[config.mk]
export PLATFORM = sky130hd
export DESIGN_NAME = bus_init_seq
export DESIGN_NICKNAME = d
export VERILOG_FILES = /design/src/rtl/bus_init_pkg.sv /design/src/rtl/init_req_check.sv /design/src/rtl/blank_timer.sv /design/src/rtl/rsp_crc4.sv /design/src/rtl/bus_init_seq.sv
export SDC_FILE = /design/constraint.sdc
export NUM_CORES = 1
export LEC_CHECK = 0
export ABC_AREA = 1
export BUFFER_PORTS_ARGS = -buffer_cell sky130_fd_sc_hd__clkbuf_2
export CORE_ASPECT_RATIO = 1.4
export CORE_MARGIN = 10
export CORE_UTILIZATION = 51
export CTS_CLUSTER_DIAMETER = 50
export DETAILED_ROUTE_END_ITERATION = 10
export PLACE_DENSITY = 0.85
export SETUP_SLACK_MARGIN = 0.2
export SYNTH_ARGS = -nofsm -noshare
export SYNTH_HDL_FRONTEND = slang
export SYNTH_SLANG_ARGS = --single-unit
export TNS_END_PERCENT = 20
[constraint.sdc]
create_clock -name clk -period 4.3 [get_ports clk]
set_input_delay 0.215 -clock clk [delete_from_list [all_inputs] [get_ports clk]]
set_output_delay 0.215 -clock clk [all_outputs]
set_load 0.02 [all_outputs]
[src/rtl/bus_init_pkg.sv]
package bus_init_pkg;

  localparam int ADDR_W = 4;
  localparam int CODE_W = 4;
  localparam int WORD_W = 16;
  localparam int CRC_W  = 4;

  localparam logic [CODE_W-1:0] CODE_INIT = 4'b0000;

  typedef enum logic [2:0] {
    ST_WAIT  = 3'd0,
    ST_TEST  = 3'd1,
    ST_BLANK = 3'd2,
    ST_RESP  = 3'd3,
    ST_DONE  = 3'd4
  } seq_state_e;

  typedef struct packed {
    logic              nv;
    logic              bs;
    logic [1:0]        bank;
    logic [ADDR_W-1:0] pa;
  } init_byte_t;

endpackage

[src/rtl/init_req_check.sv]
module init_req_check
  import bus_init_pkg::*;
#(
  parameter logic [3:0] BANK_OK_MASK = 4'b0011
) (
  input  logic [CODE_W-1:0] code,
  input  logic [ADDR_W-1:0] frame_addr,
  input  init_byte_t        req,
  input  logic [ADDR_W-1:0] pre_addr,
  input  logic              pre_valid,
  output logic              qualifies
);

  logic code_ok;
  logic bank_ok;
  logic pa_nonzero;
  logic addr_ok;

  always_comb begin
    code_ok    = (code == CODE_INIT);
    bank_ok    = BANK_OK_MASK[req.bank];
    pa_nonzero = (req.pa != '0);
    if (pre_valid) begin
      addr_ok = (frame_addr == pre_addr) && (req.pa == pre_addr);
    end else begin
      addr_ok = (frame_addr == '0);
    end
    qualifies = code_ok && bank_ok && pa_nonzero && addr_ok;
  end

endmodule

[src/rtl/blank_timer.sv]
module blank_timer #(
  parameter int BLANK_CYC = 16
) (
  input  logic clk,
  input  logic rst_n,
  input  logic run,
  output logic expire
);

  localparam int CNT_W = (BLANK_CYC > 1) ? $clog2(BLANK_CYC) : 1;
  localparam logic [CNT_W-1:0] LAST = CNT_W'(BLANK_CYC - 1);

  logic [CNT_W-1:0] cnt_q;

  always_ff @(posedge clk or negedge rst_n) begin
    if (!rst_n) begin
      cnt_q <= '0;
    end else if (!run) begin
      cnt_q <= '0;
    end else if (cnt_q != LAST) begin
      cnt_q <= cnt_q + 1'b1;
    end
  end

  assign expire = run && (cnt_q == LAST);

endmodule

[src/rtl/rsp_crc4.sv]
module rsp_crc4 #(
  parameter int         DATA_W = 16,
  parameter logic [3:0] POLY   = 4'b0011,
  parameter logic [3:0] SEED   = 4'b0000
) (
  input  logic [DATA_W-1:0] data,
  output logic [3:0]        crc
);

  always_comb begin
    logic [3:0] c;
    logic       fb;
    c = SEED;
    for (int i = DATA_W - 1; i >= 0; i--) begin
      fb = c[3] ^ data[i];
      c  = {c[2:0], 1'b0} ^ (fb ? POLY : 4'b0000);
    end
    crc = c;
  end

endmodule

[src/rtl/bus_init_seq.sv]
module bus_init_seq
  import bus_init_pkg::*;
#(
  parameter int         BLANK_CYC    = 16,
  parameter logic [3:0] BANK_OK_MASK = 4'b0011,
  parameter logic [3:0] CRC_POLY     = 4'b0011
) (
  input  logic        clk,
  input  logic        rst_n,
  input  logic        cmd_valid,
  output logic        cmd_ready,
  input  logic [3:0]  cmd_code,
  input  logic [3:0]  cmd_addr,
  input  logic [7:0]  cmd_data,
  input  logic [3:0]  pre_addr,
  input  logic        pre_addr_valid,
  output logic        test_req,
  input  logic        test_done,
  input  logic        test_fault,
  output logic [3:0]  dev_addr,
  output logic        addr_valid,
  output logic        sw_close,
  output logic        bus_fault,
  output logic        nv_enable,
  output logic [1:0]  bank_sel,
  output logic        busy,
  output logic        ready,
  output logic        rsp_valid,
  input  logic        rsp_ready,
  output logic [15:0] rsp_word,
  output logic [3:0]  rsp_crc
);

  seq_state_e state_q;
  init_byte_t req;
  init_byte_t lat_q;
  logic       qualifies;
  logic       take;
  logic       blank_over;
  logic       fault_q;
  logic       sw_q;
  logic [ADDR_W-1:0] addr_q;
  logic       addr_set_q;

  assign req = init_byte_t'(cmd_data);

  init_req_check #(
    .BANK_OK_MASK(BANK_OK_MASK)
  ) u_check (
    .code      (cmd_code),
    .frame_addr(cmd_addr),
    .req       (req),
    .pre_addr  (pre_addr),
    .pre_valid (pre_addr_valid),
    .qualifies (qualifies)
  );

  blank_timer #(
    .BLANK_CYC(BLANK_CYC)
  ) u_blank (
    .clk   (clk),
    .rst_n (rst_n),
    .run   (state_q == ST_BLANK),
    .expire(blank_over)
  );

  assign take = cmd_valid && cmd_ready;

  always_ff @(posedge clk or negedge rst_n) begin
    if (!rst_n) begin
      state_q    <= ST_WAIT;
      lat_q      <= '0;
      fault_q    <= 1'b0;
      sw_q       <= 1'b0;
      addr_q     <= '0;
      addr_set_q <= 1'b0;
    end else begin
      unique case (state_q)
        ST_WAIT: begin
          if (take && qualifies) begin
            lat_q      <= req;
            addr_q     <= req.pa;
            addr_set_q <= 1'b1;
            state_q    <= ST_TEST;
          end
        end
        ST_TEST: begin
          if (test_done) begin
            fault_q <= test_fault;
            if (!test_fault && lat_q.bs) begin
              sw_q    <= 1'b1;
              state_q <= ST_BLANK;
            end else begin
              state_q <= ST_RESP;
            end
          end
        end
        ST_BLANK: begin
          if (blank_over) begin
            state_q <= ST_RESP;
          end
        end
        ST_RESP: begin
          if (rsp_ready) begin
            state_q <= ST_DONE;
          end
        end
        ST_DONE: begin
          state_q <= ST_DONE;
        end
        default: state_q <= ST_WAIT;
      endcase
    end
  end

  assign cmd_ready  = (state_q == ST_WAIT) || (state_q == ST_DONE);
  assign test_req   = (state_q == ST_TEST);
  assign busy       = (state_q == ST_TEST) || (state_q == ST_BLANK);
  assign ready      = (state_q == ST_RESP) || (state_q == ST_DONE);
  assign rsp_valid  = (state_q == ST_RESP);
  assign dev_addr   = addr_q;
  assign addr_valid = addr_set_q;
  assign sw_close   = sw_q;
  assign bus_fault  = fault_q;
  assign nv_enable  = lat_q.nv;
  assign bank_sel   = lat_q.bank;

  assign rsp_word = {lat_q.pa, 3'b000, fault_q, lat_q.nv, lat_q.bs, lat_q.bank, lat_q.pa};

  rsp_crc4 #(
    .DATA_W(WORD_W),
    .POLY  (CRC_POLY),
    .SEED  (4'b0000)
  ) u_crc (
    .data(rsp_word),
    .crc (rsp_crc)
  );

endmodule

== Yosys cells after proc, flatten, opt, wreduce, memory -nomap -nowiden ==
Index checks and enable logic that the tools add are counted.

* Flip-flop bits (word level): 18
* Word-level logic and storage cells: 98
* Memories: 0
* Input bits: 27
* Memory bits (writable): 0
* Bits in read-only memories: 0
* Bits in latches: 0
* Output and inout bits: 35

* Divide/modulo/power cells: 0
* Reductions and logical operators: 20
* $mul: 0
* Shift operators: 0
* Multiplexer cells: 27
* Bitwise gates (word level): 27
* Add/subtract/negate cells: 1
* Order comparisons: 1
* Equal/unequal tests: 13

{| class="wikitable"
|+ Operators with widths
! kind !! number
|-
| 4-bit XOR || 14
|-
| 2-bit two-way mux || 16
|-
| 3-bit one-hot mux with 5 select lines || 1
|-
| 3-bit two-way mux || 4
|-
| 1-bit XOR || 11
|-
| 4-bit == test || 2
|-
| 1-bit logical AND || 8
|-
| 4-bit zero test || 2
|-
| 4-bit two-way mux || 2
|-
| 3-bit by 2-bit == test with 1-bit output, second input constant || 2
|-
| 2-bit inequality test, second input constant || 3
|-
| 4-bit by 1-bit adder with 4-bit output, second input constant || 1
|-
| 4-bit == test, second input constant || 1
|-
| 2-bit by 1-bit inequality test with 1-bit output, second input constant || 2
|-
| 4-bit inequality test, second input constant || 1
|-
| 2-bit AND reduction || 2
|-
| 4-bit AND reduction || 1
|-
| 4-bit nonzero test || 1
|-
| 4-bit by 2-bit XOR with 4-bit output || 1
|-
| 3-bit by 1-bit == test with 1-bit output, second input constant || 1
|-
| 3-bit == test, second input constant || 1
|-
| 3-bit zero test || 1
|-
| 1-bit logical OR || 3
|-
| 2-bit by 3-bit < comparator with 1-bit output, second input constant || 1
|-
| 5 further kinds || 7
|}

== Depth between registers and ports, before layout ==
Gate-level depths: netlist (run 1).

* Word-level depth: 42
* Mapped depth: 12
* Mapped depth without buffers: 12

== Cells and area by module ==
Synthesis (run 1) repeated with hierarchy kept, for this count alone.

* Cell total of the unflattened synthesis: 273
* Area total of the unflattened synthesis: 1727.9 um^2

{| class="wikitable"
|+ Modules (own cells, without submodules)
! module !! sequential area each (um^2) !! times used !! area an instance (um^2) !! cells an instance
|-
| bus_init_seq || 350.3 || 1 || 814.5 || 96
|-
| rsp_crc4 || 0.0 || 1 || 558.0 || 116
|-
| blank_timer || 100.1 || 1 || 206.4 || 26
|-
| init_req_check || 0.0 || 1 || 148.9 || 35
|}

== Least setup slack after synthesis (run 1) ==
OpenSTA, ideal clock, no wires.

* Path type: flip-flop to output port
* Start: register, netlist name dev_addr[3]
* End: output rsp_crc[3]
* Buffers on the path: 0
* Data arrival time: 1489 ps
* Path slack: 2596 ps
* Required time: 4085 ps
* Cell stages (with the launch flop): 8
* Cells stage by stage: dfrtp_1 > inv_1 > nand2_1 > nand2_1 > xor2_1 > o21ai_0 > nand2_1 > xor2_1

{| class="wikitable"
|+ RTL lines
! what !! line !! source
|-
| end, declared || bus_init_seq.sv:31 || <nowiki>output logic [3:0] rsp_crc</nowiki>
|}

==> summary.log, run 1 <==
[global_routing] global-route wire length before repair 5720 µm
[power_and_ir_drop] power consumption 0.813 mW
[layout] Final Instance Area 1690 µm²
[drt] detailed router's first-iteration violation count 67
[layout] commonest cells after routing, fill and taps aside sky130_fd_sc_hd__nand2_1, sky130_fd_sc_hd__clkbuf_2, sky130_fd_sc_hd__inv_1
[global_routing] antenna violations before repair 0
[placed_design] gpl congestion 0.815
[clocking] clock tree sinks 18
[layout] ratio of cells with drive above 1 in the final layout 29.4%
[clocking] Root Buffer sky130_fd_sc_hd__clkbuf_4
[setup_path] category of the worst setup path capture point output port
[timing] maximum operating frequency 482 MHz
[timing] final worst path period share 48.2%
[yosys] Distinct cells, synth 27
[yosys] Mapped Avg Cell Area 6.59 µm²
[yosys] cells taking the most area after synthesis sky130_fd_sc_hd__dfrtp_1, sky130_fd_sc_hd__nand2_1, sky130_fd_sc_hd__inv_1, sky130_fd_sc_hd__buf_4, sky130_fd_sc_hd__nand3_1
[clocking] worst-skew pair later-pin latency 300 ps
[floorplan] row cnt 22
[floorplan] IO Count 62
[setup_path] worst-path cell with the longest stage delay sky130_fd_sc_hd__dfrtp_1
[layout] leading cell type in the layout, fill and taps excluded sky130_fd_sc_hd__nand2_1
[setup_path] Max stage delay on crit path 460 ps
[clocking] number of hold buffers added after CTS 1
[yosys] sequential element share of the synthesized area 31.6%
[yosys] cell type with the largest total area after synthesis sky130_fd_sc_hd__dfrtp_1
[clocking] clock slew seen by the registers of the worst setup and hold paths 100 ps
[run] number of max-cap violations 0
[floorplan] overall die height 82.5 µm
[timing] PnR worst setup slack 2230 ps
[clocking] CTS Buffer Depth 2
[layout] area growth from synthesis to layout 18.6%
[clocking] CTS H-Tree Depth 1
[yosys] cell count after synthesis 216
[placed_design] PortBufs 58
[setup_path] required time worst endpoint 4090 ps
[setup_path] cell family with most CP delay simple AND/OR/NAND/NOR gates
[timing] Setup Total Neg Slack 0 ps
[timing] setup repair after global routing missed its margin no
[placed_design] pre-CTS worst setup slack 2550 ps
[global_routing] global-route usage over all layers 12.9%
[setup_path] worst endpoint data arrival time 1860 ps
[placed_design] final HPWL from detailed placement 2860 µm
[drt] Detailed Routing Iterations Pass 1 4
[global_routing] maximum number of pins on one net before global-route repair 19
[layout] core occupancy in the finished layout 63.9%
[placed_design] placed cell areas 1640 µm²
[yosys] synthesized flop and latch total 18
[setup_path] critical path class reg2out
[drt] routed length per placed instance 10.9 µm
[clocking] number of post-CTS setup repair buffers 0
[setup_path] cell-by-cell trace of the critical path inv_1, nand2_1, nand2_1, xor2_1, nand2_1, nand2_1, nand2_1, nand2_1, nand2_1, nand2_1, clkbuf_2
[layout] Filler Cell Count 260
[timing] clk_skew 2.26 ps
[timing] Min Clock Period, post-route 2070 ps
[hold_path] Hold Path Class in2reg
[global_routing] total gr overflow 0
[layout] Inserted Diodes 0
[drt] Routed WL 3290 µm
[layout] multi-input gate area in the final layout 726 µm²
[setup_path] highest fanout seen on the critical path 8
[setup_path] count of buffer and inverter cells on the critical path 2
[floorplan] Total Die Area 5340 µm²
[power_and_ir_drop] Pwr Density 481 nW/µm²
[yosys] fraction of synthesized cell area taken by the top area cell type 31.6%
[floorplan] core region area 2640 µm²
[timing] number of hold violations in the final report 0
[clocking] number of clock buffers inserted by TritonCTS 3
[outcome] status complete, no violations
[yosys] number of warnings reported in the yosys synthesis log 0
[timing] number of setup violations in the final report 0
[clocking] CTS-repair resized insts 0
[yosys] cell area after synthesis 1420 µm²
[drt] antenna violation net count after detailed routing 0
[global_routing] vias in the first global route 1362
[floorplan] die width 64.7 µm
[timing] max-slew violation count 0
[setup_path] startpoint kind of the worst setup timing path flop
[setup_path] most frequent CP cell sky130_fd_sc_hd__nand2_1
[clocking] CTS tree done
[power_and_ir_drop] P_leak 1.03 nW
[drt] Via Count 1382
[drt] Residual DRC 0
[layout] Register Area 450 µm²
[layout] NumNets Final 294
[floorplan] starting density of the core 53.9%
[drt] post-detailed-route via-to-cell ratio 4.59
[power_and_ir_drop] VDD IR-drop max 342 µV
[cell families (layout without fill, tap and decap cells)]
family | Yosys count | in the layout | synth area share, %
compound gates | 20 | 20 | 9.32
simple gates | 116 | 116 | 34.4
flops | 18 | 18 | 31.6
buf+inv | 51 | 98 | 17.9
fa+ha+maj | 1 | 1 | 0.879
xor+xnor | 9 | 9 | 5.54
other cells | 1 | 3 | 0.263
[worst paths after layout]
path	slack, ps	depth (start not counted)	start	endpoint
min in group asynchronous	390	2	rst_n	u_blank.cnt_q[0]
min	130	3	cmd_data[4]	bank_sel[0]
max reg2reg	2680	8	state_q[0]	dev_addr[3]
min reg2reg	480	1	sw_close	sw_close
max in group asynchronous	3600	2	rst_n	u_blank.cnt_q[2]
max	2230	11	dev_addr[3]	rsp_crc[1]
[worst register-to-register path, delay by kind of cell (launching register included)]
kind            cells  cell delay [ps]
buf+inv             1              110
simple gates        6              940
flops               1              420
compound gates      1               60
[routing by layer]
metal	share of wire, %	GRT usage [%]	routed length [µm]
met1	40	12.9	1300
met2	52	23.9	1700
met3	7.3	4.58	241
met4	1.3	4.72	44
met5	0	0	0
[through the flow]
step                cells  hold slack, ps
finish                301             130
global route          301             126
CTS                   301             132
detailed placement    296             187
global placement      296             180
floorplan             218           -80.6
[registers in the layout, indices dropped and copies added (netlist names)]
register / cells
state_q: 3
addr_valid: 1
nv_enable: 1
rsp_word: 1
dev_addr: 4
u_blank.cnt_q: 4
bus_fault: 1
bank_sel: 2
sw_close: 1
[cell usage after synthesis]
cell type                  n
sky130_fd_sc_hd__nand2_2   2
sky130_fd_sc_hd__o21ai_2   7
sky130_fd_sc_hd__o21ai_0   6
sky130_fd_sc_hd__nand3_1  15
sky130_fd_sc_hd__nor3_1    2
sky130_fd_sc_hd__a31o_2    1
sky130_fd_sc_hd__xnor2_1   2
sky130_fd_sc_hd__conb_1    1
sky130_fd_sc_hd__buf_4    15
sky130_fd_sc_hd__buf_6     1
sky130_fd_sc_hd__nor2_2    1
sky130_fd_sc_hd__a21oi_1   4
sky130_fd_sc_hd__dfrtp_1  18
sky130_fd_sc_hd__nand4_1   1
sky130_fd_sc_hd__nand2_1  71
sky130_fd_sc_hd__inv_2     2
sky130_fd_sc_hd__o22ai_1   1
sky130_fd_sc_hd__or2_4     1
sky130_fd_sc_hd__xor2_1    7
sky130_fd_sc_hd__nand3_2   1
sky130_fd_sc_hd__and2_0    1
sky130_fd_sc_hd__nor2_4    1
sky130_fd_sc_hd__ha_1      1
sky130_fd_sc_hd__inv_1    33
sky130_fd_sc_hd__a31oi_1   1
sky130_fd_sc_hd__or2_1     1
sky130_fd_sc_hd__nor2_1   19
[power breakdown]
| group | internal [mW] | switching (mW) |
|---|---|---|
| combinational | 0.165 | 0.315 |
| sequential | 0.197 | 0.0316 |
| clock | 0.0517 | 0.0530 |
| total | 0.413 | 0.399 |
[area by class of cell]
class	count	share of cell area [%]
repair buffers	59	17.8
clock buffers	4	2.15
multi-input cells	149	43.0
inverters	35	7.78
well taps	36	2.67
flip-flops and latches	18	26.7
Power figures use the tool's default switching activity.
==> run 2, diff against run 1 <==
--- a/config.mk
+++ b/config.mk
@@ -9,10 +9,10 @@
 export BUFFER_PORTS_ARGS = -buffer_cell sky130_fd_sc_hd__clkbuf_2
 export CORE_ASPECT_RATIO = 1.4
 export CORE_MARGIN = 10
-export CORE_UTILIZATION = 51
+export CORE_UTILIZATION = 47
 export CTS_CLUSTER_DIAMETER = 50
 export DETAILED_ROUTE_END_ITERATION = 10
-export PLACE_DENSITY = 0.85
+export PLACE_DENSITY = 0.79
 export SETUP_SLACK_MARGIN = 0.2
 export SYNTH_ARGS = -nofsm -noshare
 export SYNTH_HDL_FRONTEND = slang
==> constraint.sdc (replaced) <==
create_clock -name clk -period 2 [get_ports clk]
set_input_delay 0.1 -clock clk [delete_from_list [all_inputs] [get_ports clk]]
set_output_delay 0.1 -clock clk [all_outputs]
set_load 0.02 [all_outputs]
==> run 2 against run 1 <==
Net effect: utilization is 0.47 points higher; global-route usage is 0.60 points lower; sequential share of layout area is 2.0 points lower; cell count is 3.0% higher; routed wire length is 6.2% higher; flip-flop and latch count stayed put; critical endpoint unchanged.
==> summary.log, run 2 (synthesized netlist as in run 1, its figures left out) <==
[hold_path] count of cells along the worst hold path 3
[power_and_ir_drop] VDD IR-drop max 628 µV
[floorplan] starting density of the core 49.5%
[layout] NumNets Final 303
[setup_path] register-to-register setup slack 410 ps
[layout] Final Instance Area 1850 µm²
[setup_path] required time worst endpoint 1900 ps
[global_routing] antenna violations before repair 0
[drt] post-detailed-route via-to-cell ratio 4.64
[drt] routed length per placed instance 11.3 µm
[global_routing] global-route wire length before repair 5910 µm
[layout] Filler Cell Count 290
[timing] setup repair after global routing missed its margin yes
[timing] maximum operating frequency 561 MHz
[setup_path] highest fanout seen on the critical path 4
[power_and_ir_drop] Pwr Density 1040 nW/µm²
[floorplan] core region area 2880 µm²
[placed_design] cell total after placement 297
[drt] antenna violation net count after detailed routing 0
[layout] ratio of cells with drive above 1 in the final layout 39.9%
[clocking] worst-skew pair later-pin latency 250 ps
[setup_path] category of the worst setup path capture point output port
[outcome] status complete, no violations
[clocking] CTS tree done
[layout] leading cell type in the layout, fill and taps excluded sky130_fd_sc_hd__nand2_1
[floorplan] overall die height 85.1 µm
[floorplan] row cnt 23
[placed_design] placed cell areas 1640 µm²
[setup_path] critical path class reg2out
[setup_path] startpoint kind of the worst setup timing path flop
[clocking] clock tree sinks 18
[floorplan] IO Count 62
[drt] Detailed Routing Iterations Pass 1 4
[placed_design] gpl congestion 0.754
[timing] clk_skew 1.18 ps
[placed_design] PortBufs 58
[layout] Inserted Diodes 0
[clocking] CTS Buffer Depth 2
[drt] Via Count 1437
[drt] detailed router's first-iteration violation count 63
[timing] number of setup violations in the final report 0
[setup_path] worst endpoint data arrival time 1680 ps
[floorplan] die width 66.5 µm
[global_routing] total gr overflow 0
[floorplan] Total Die Area 5660 µm²
[setup_path] worst reg-to-reg path cell count 8
[drt] Routed WL 3490 µm
[timing] Min Clock Period, post-route 1780 ps
[run] number of max-cap violations 0
[timing] max-slew violation count 0
[clocking] Root Buffer sky130_fd_sc_hd__clkbuf_8
[clocking] number of clock buffers inserted by TritonCTS 3
[timing] Setup Total Neg Slack 0 ps
[power_and_ir_drop] power consumption 1.93 mW
[hold_path] Hold Path Class in2reg
[clocking] clock slew seen by the registers of the worst setup and hold paths 60 ps
[timing] number of hold violations in the final report 0
[global_routing] global-route usage over all layers 12.3%
[placed_design] final HPWL from detailed placement 2860 µm
[layout] filler-free cell count of the finished design 310
[layout] commonest cells after routing, fill and taps aside sky130_fd_sc_hd__nand2_1, sky130_fd_sc_hd__clkbuf_2, sky130_fd_sc_hd__inv_1
[layout] area growth from synthesis to layout 30.1%
[global_routing] vias in the first global route 1468
[clocking] CTS H-Tree Depth 1
[global_routing] maximum number of pins on one net before global-route repair 19
[timing] Hold Worst Slack 77.8 ps
[power_and_ir_drop] P_leak 1.08 nW
[drt] Residual DRC 0
[timing] final worst path period share 89.2%
-- run 2: path summary, 6_finish.rpt --
kind | from | endpoint
worst max-delay path | dev_addr[3] | rsp_crc[1]
worst min-delay path | cmd_data[6] | rsp_word[6]
worst max register to register | state_q[0] | dev_addr[3]
worst min register to register | sw_close | sw_close
max in group asynchronous | rst_n | dev_addr[1]
min in group asynchronous | rst_n | u_blank.cnt_q[0]
-- run 2: what timing repair did --
item | in CTS | in global routing
buffers inserted | 5 | 4
hold buffers | 1 | 0
pin swaps | 3 | 7
endpoints found under the setup margin | 3 | 4
resized for setup | 16 | 15
endpoints found under the hold margin | 18 | 0
-- run 2: critical path, stage by stage, from the launching register on --
cell,delay (ps)
sky130_fd_sc_hd__dfrtp_2,420
sky130_fd_sc_hd__inv_2,70
sky130_fd_sc_hd__nand2_1,90
sky130_fd_sc_hd__nand2_4,120
sky130_fd_sc_hd__xor2_2,180
sky130_fd_sc_hd__nand2_2,90
sky130_fd_sc_hd__nand2_2,80
sky130_fd_sc_hd__nand2_2,70
sky130_fd_sc_hd__nand2_2,80
sky130_fd_sc_hd__nand2_1,50
sky130_fd_sc_hd__nand2_1,60
sky130_fd_sc_hd__buf_4,130
-- run 2: area by class of cell --
cell class	count	area (µm²)	area share, %
Timing Repair Buffer	68	379	20.5
Clock buffer	3	41.3	2.23
Sequential cell	18	457	24.6
Inverter	35	131	7.09
Multi-Input combinational cell	149	798	43.1
Tap cell	37	46.3	2.50
-- run 2: per-stage QoR --
stage                     setup WS, ps  utilization [%]
after detailed placement           357             57.1
after global routing               112             64.4
final                              217             64.4
after global placement             425             57.1
after CTS                          195             61.9
after floorplan                    411                -
-- run 2: per-layer routing --
layer | track usage, % | share of wire, % | vias to the layer above
li1 | - | - | 756
met1 | 12.4 | 38 | 639
met2 | 23.1 | 55 | 38
met3 | 3.68 | 6.6 | 4
met4 | 3.06 | 1.2 | 0
met5 | 0 | 0 | -
-- run 2: power by group --
group	switching (mW)	internal, mW
clock network	0.110	0.134
registers	0.0717	0.426
logic	0.740	0.446
==> run 3, diff against run 2 <==
--- a/config.mk
+++ b/config.mk
@@ -9,10 +9,11 @@
 export BUFFER_PORTS_ARGS = -buffer_cell sky130_fd_sc_hd__clkbuf_2
 export CORE_ASPECT_RATIO = 1.4
 export CORE_MARGIN = 10
-export CORE_UTILIZATION = 47
+export CORE_UTILIZATION = 51
 export CTS_CLUSTER_DIAMETER = 50
+export CTS_CLUSTER_SIZE = 20
 export DETAILED_ROUTE_END_ITERATION = 10
-export PLACE_DENSITY = 0.79
+export PLACE_DENSITY = 0.85
 export SETUP_SLACK_MARGIN = 0.2
 export SYNTH_ARGS = -nofsm -noshare
 export SYNTH_HDL_FRONTEND = slang
==> constraint.sdc (replaced) <==
create_clock -name clk -period 2.2 [get_ports clk]
set_input_delay 0.11 -clock clk [delete_from_list [all_inputs] [get_ports clk]]
set_output_delay 0.11 -clock clk [all_outputs]
set_load 0.02 [all_outputs]
==> run 3 against run 2 <==
Net effect: non-clock buffer count fell by 2; setup slack improved by 130 ps; flip-flop and latch count did not move; register-to-register slack improved by 170 ps; power fell by 15%; routed wire length fell by 2.7%; cell count fell by 0.65%; cell area fell by 3.5%; combinational power fell by 16%; clock power fell by 19%; critical endpoint is now rsp_crc[2]; highest routed layer unchanged.
==> summary.log, run 3 (synthesized netlist as in run 1, its figures left out) <==
[outcome] status complete, no violations
[drt] Detailed Routing Iterations Pass 1 4
[drt] Routed WL 3400 µm
[placed_design] final HPWL from detailed placement 2940 µm
[power_and_ir_drop] share of power burned in the clock network 11.9%
[timing] max-slew violation count 0
[timing] PnR worst setup slack 343 ps
[clocking] worst-skew pair later-pin latency 290 ps
[drt] post-detailed-route via-to-cell ratio 4.68
[setup_path] cell-by-cell trace of the critical path inv_1, nand2_1, nand2_1, nand2_1, nand2_1, inv_1, nand2_1, nand2_1, inv_1, nand3_1, nand2_1, buf_2
[drt] met2 wirelength from detailed routing 1830 µm
[timing] number of setup violations in the final report 0
[floorplan] overall die height 82.5 µm
[setup_path] category of the worst setup path capture point output port
[layout] Inserted Diodes 0
[power_and_ir_drop] Pint 0.852 mW
[drt] antenna violation net count after detailed routing 0
[setup_path] worst endpoint data arrival time 1750 ps
[layout] core occupancy in the finished layout 67.7%
[clocking] CTS Buffer Depth 2
[drt] top sig layer met4
[global_routing] global-route usage over all layers 13.3%
[global_routing] total gr overflow 0
[clocking] number of clock buffers inserted by TritonCTS 3
[placed_design] PortBufs 58
[clocking] CTS H-Tree Depth 1
[floorplan] IO Count 62
[setup_path] most frequent CP cell sky130_fd_sc_hd__nand2_1
[setup_path] required time worst endpoint 2090 ps
[floorplan] die width 64.7 µm
[run] number of max-cap violations 0
[timing] Setup Total Neg Slack 0 ps
[floorplan] row cnt 22
[placed_design] gpl congestion 0.820
[floorplan] core region area 2640 µm²
[layout] NumNets Final 301
[power_and_ir_drop] net switching power figure 0.794 mW
[drt] Detail Route met3 WL 244 µm
[power_and_ir_drop] fraction of power spent switching nets 48.2%
[floorplan] Total Die Area 5340 µm²
[setup_path] critical path class reg2out
[layout] area growth from synthesis to layout 25.6%
[clocking] clock slew seen by the registers of the worst setup and hold paths 100 ps
[drt] Residual DRC 0
[power_and_ir_drop] part of the power in combinational logic 60.7%
[drt] routed length per placed instance 11.0 µm
[floorplan] starting density of the core 53.9%
[setup_path] count of buffer and inverter cells on the critical path 4
[clocking] clock tree sinks 18
[power_and_ir_drop] sequential share of power 27.3%
[setup_path] startpoint kind of the worst setup timing path flop
[global_routing] maximum number of pins on one net before global-route repair 19
[timing] final worst path period share 84.4%
[timing] maximum operating frequency 538 MHz
[drt] detailed router's first-iteration violation count 33
[global_routing] global-route wire length before repair 5940 µm
[setup_path] cell family with most CP delay simple AND/OR/NAND/NOR gates
[power_and_ir_drop] VDD IR-drop max 709 µV
[global_routing] vias in the first global route 1465
[timing] setup repair after global routing missed its margin yes
[timing] Min Clock Period, post-route 1860 ps
[drt] met1 wire length 1300 µm
[timing] number of hold violations in the final report 0
[setup_path] Max stage delay on crit path 450 ps
[layout] leading cell type in the layout, fill and taps excluded sky130_fd_sc_hd__nand2_1
[layout] ratio of cells with drive above 1 in the final layout 36.8%
[layout] commonest cells after routing, fill and taps aside sky130_fd_sc_hd__nand2_1, sky130_fd_sc_hd__clkbuf_2, sky130_fd_sc_hd__inv_1
[timing] clk_skew 4.38 ps
[power_and_ir_drop] Pwr Density 921 nW/µm²
[global_routing] antenna violations before repair 0
[drt] Via Count 1442
[clocking] CTS tree done
[setup_path] worst-path cell with the longest stage delay sky130_fd_sc_hd__dfrtp_2
[power_and_ir_drop] P_leak 1.06 nW
[placed_design] pre-CTS worst setup slack 558 ps
[hold_path] Hold Path Class in2reg
[clocking] Root Buffer sky130_fd_sc_hd__clkbuf_4
[setup_path] highest fanout seen on the critical path 5
run 3: path summary, 6_finish.rpt:
path,startpoint,to,slack [ps],cells after the start
max in group asynchronous,rst_n,dev_addr[1],1590,2
worst max-delay path,rsp_word[6],rsp_crc[2],340,12
worst max register to register,state_q[1],bank_sel[0],580,8
min in group asynchronous,rst_n,u_blank.cnt_q[0],280,2
worst min register to register,sw_close,sw_close,500,1
worst min-delay path,cmd_data[4],bank_sel[0],50,3
run 3: final cells by class:
class | instances | area, µm²
clock buffers | 4 | 36.3
fillers | 255 | 855
repair buffers | 66 | 355
inverters | 35 | 131
flip-flops and latches | 18 | 459
multi-input cells | 149 | 761
well taps | 36 | 45.0
run 3: worst reg2reg max path, stage by stage, from the launching register on:
cell,delay (ps)
sky130_fd_sc_hd__dfrtp_1,400
sky130_fd_sc_hd__inv_1,110
sky130_fd_sc_hd__nand2_2,70
sky130_fd_sc_hd__nor2_1,80
sky130_fd_sc_hd__nand3_1,80
sky130_fd_sc_hd__nor2_1,160
sky130_fd_sc_hd__nand3_2,350
sky130_fd_sc_hd__nand2_1,200
sky130_fd_sc_hd__o21ai_2,60
run 3: per-layer routing:
layer	global-route usage, %	up-vias
li1	-	756
met1	12.6	643
met2	26.1	39
met3	4.72	4
met4	3.86	0
met5	0	-
run 3: through the flow:
step	hold WS (ps)	total power, mW	std cells	cell area, µm²
after global placement	68.7	1.39	296	1640
after detailed placement	72.4	1.41	296	1640
final	47.2	1.65	308	1790
after global routing	34.7	1.83	308	1790
after CTS	49.4	1.61	301	1690
after floorplan	-186	1.17	218	1430
run 3: timing repair:
action	in CTS	in global routing
endpoints found under the setup margin	0	3
hold buffers	1	0
resized for setup	0	19
setup buffers	0	7
hold endpoints to repair	18	0
run 3: power by group through the flow:
stage / Combinational [mW] / Sequential (mW) / Clock, mW
floorplan: 0.704 / 0.463 / 0
global placement: 0.937 / 0.451 / 0
detailed placement: 0.954 / 0.453 / 0
CTS: 0.959 / 0.446 / 0.204
global route: 1.15 / 0.459 / 0.216
finish: 1.00 / 0.450 / 0.197
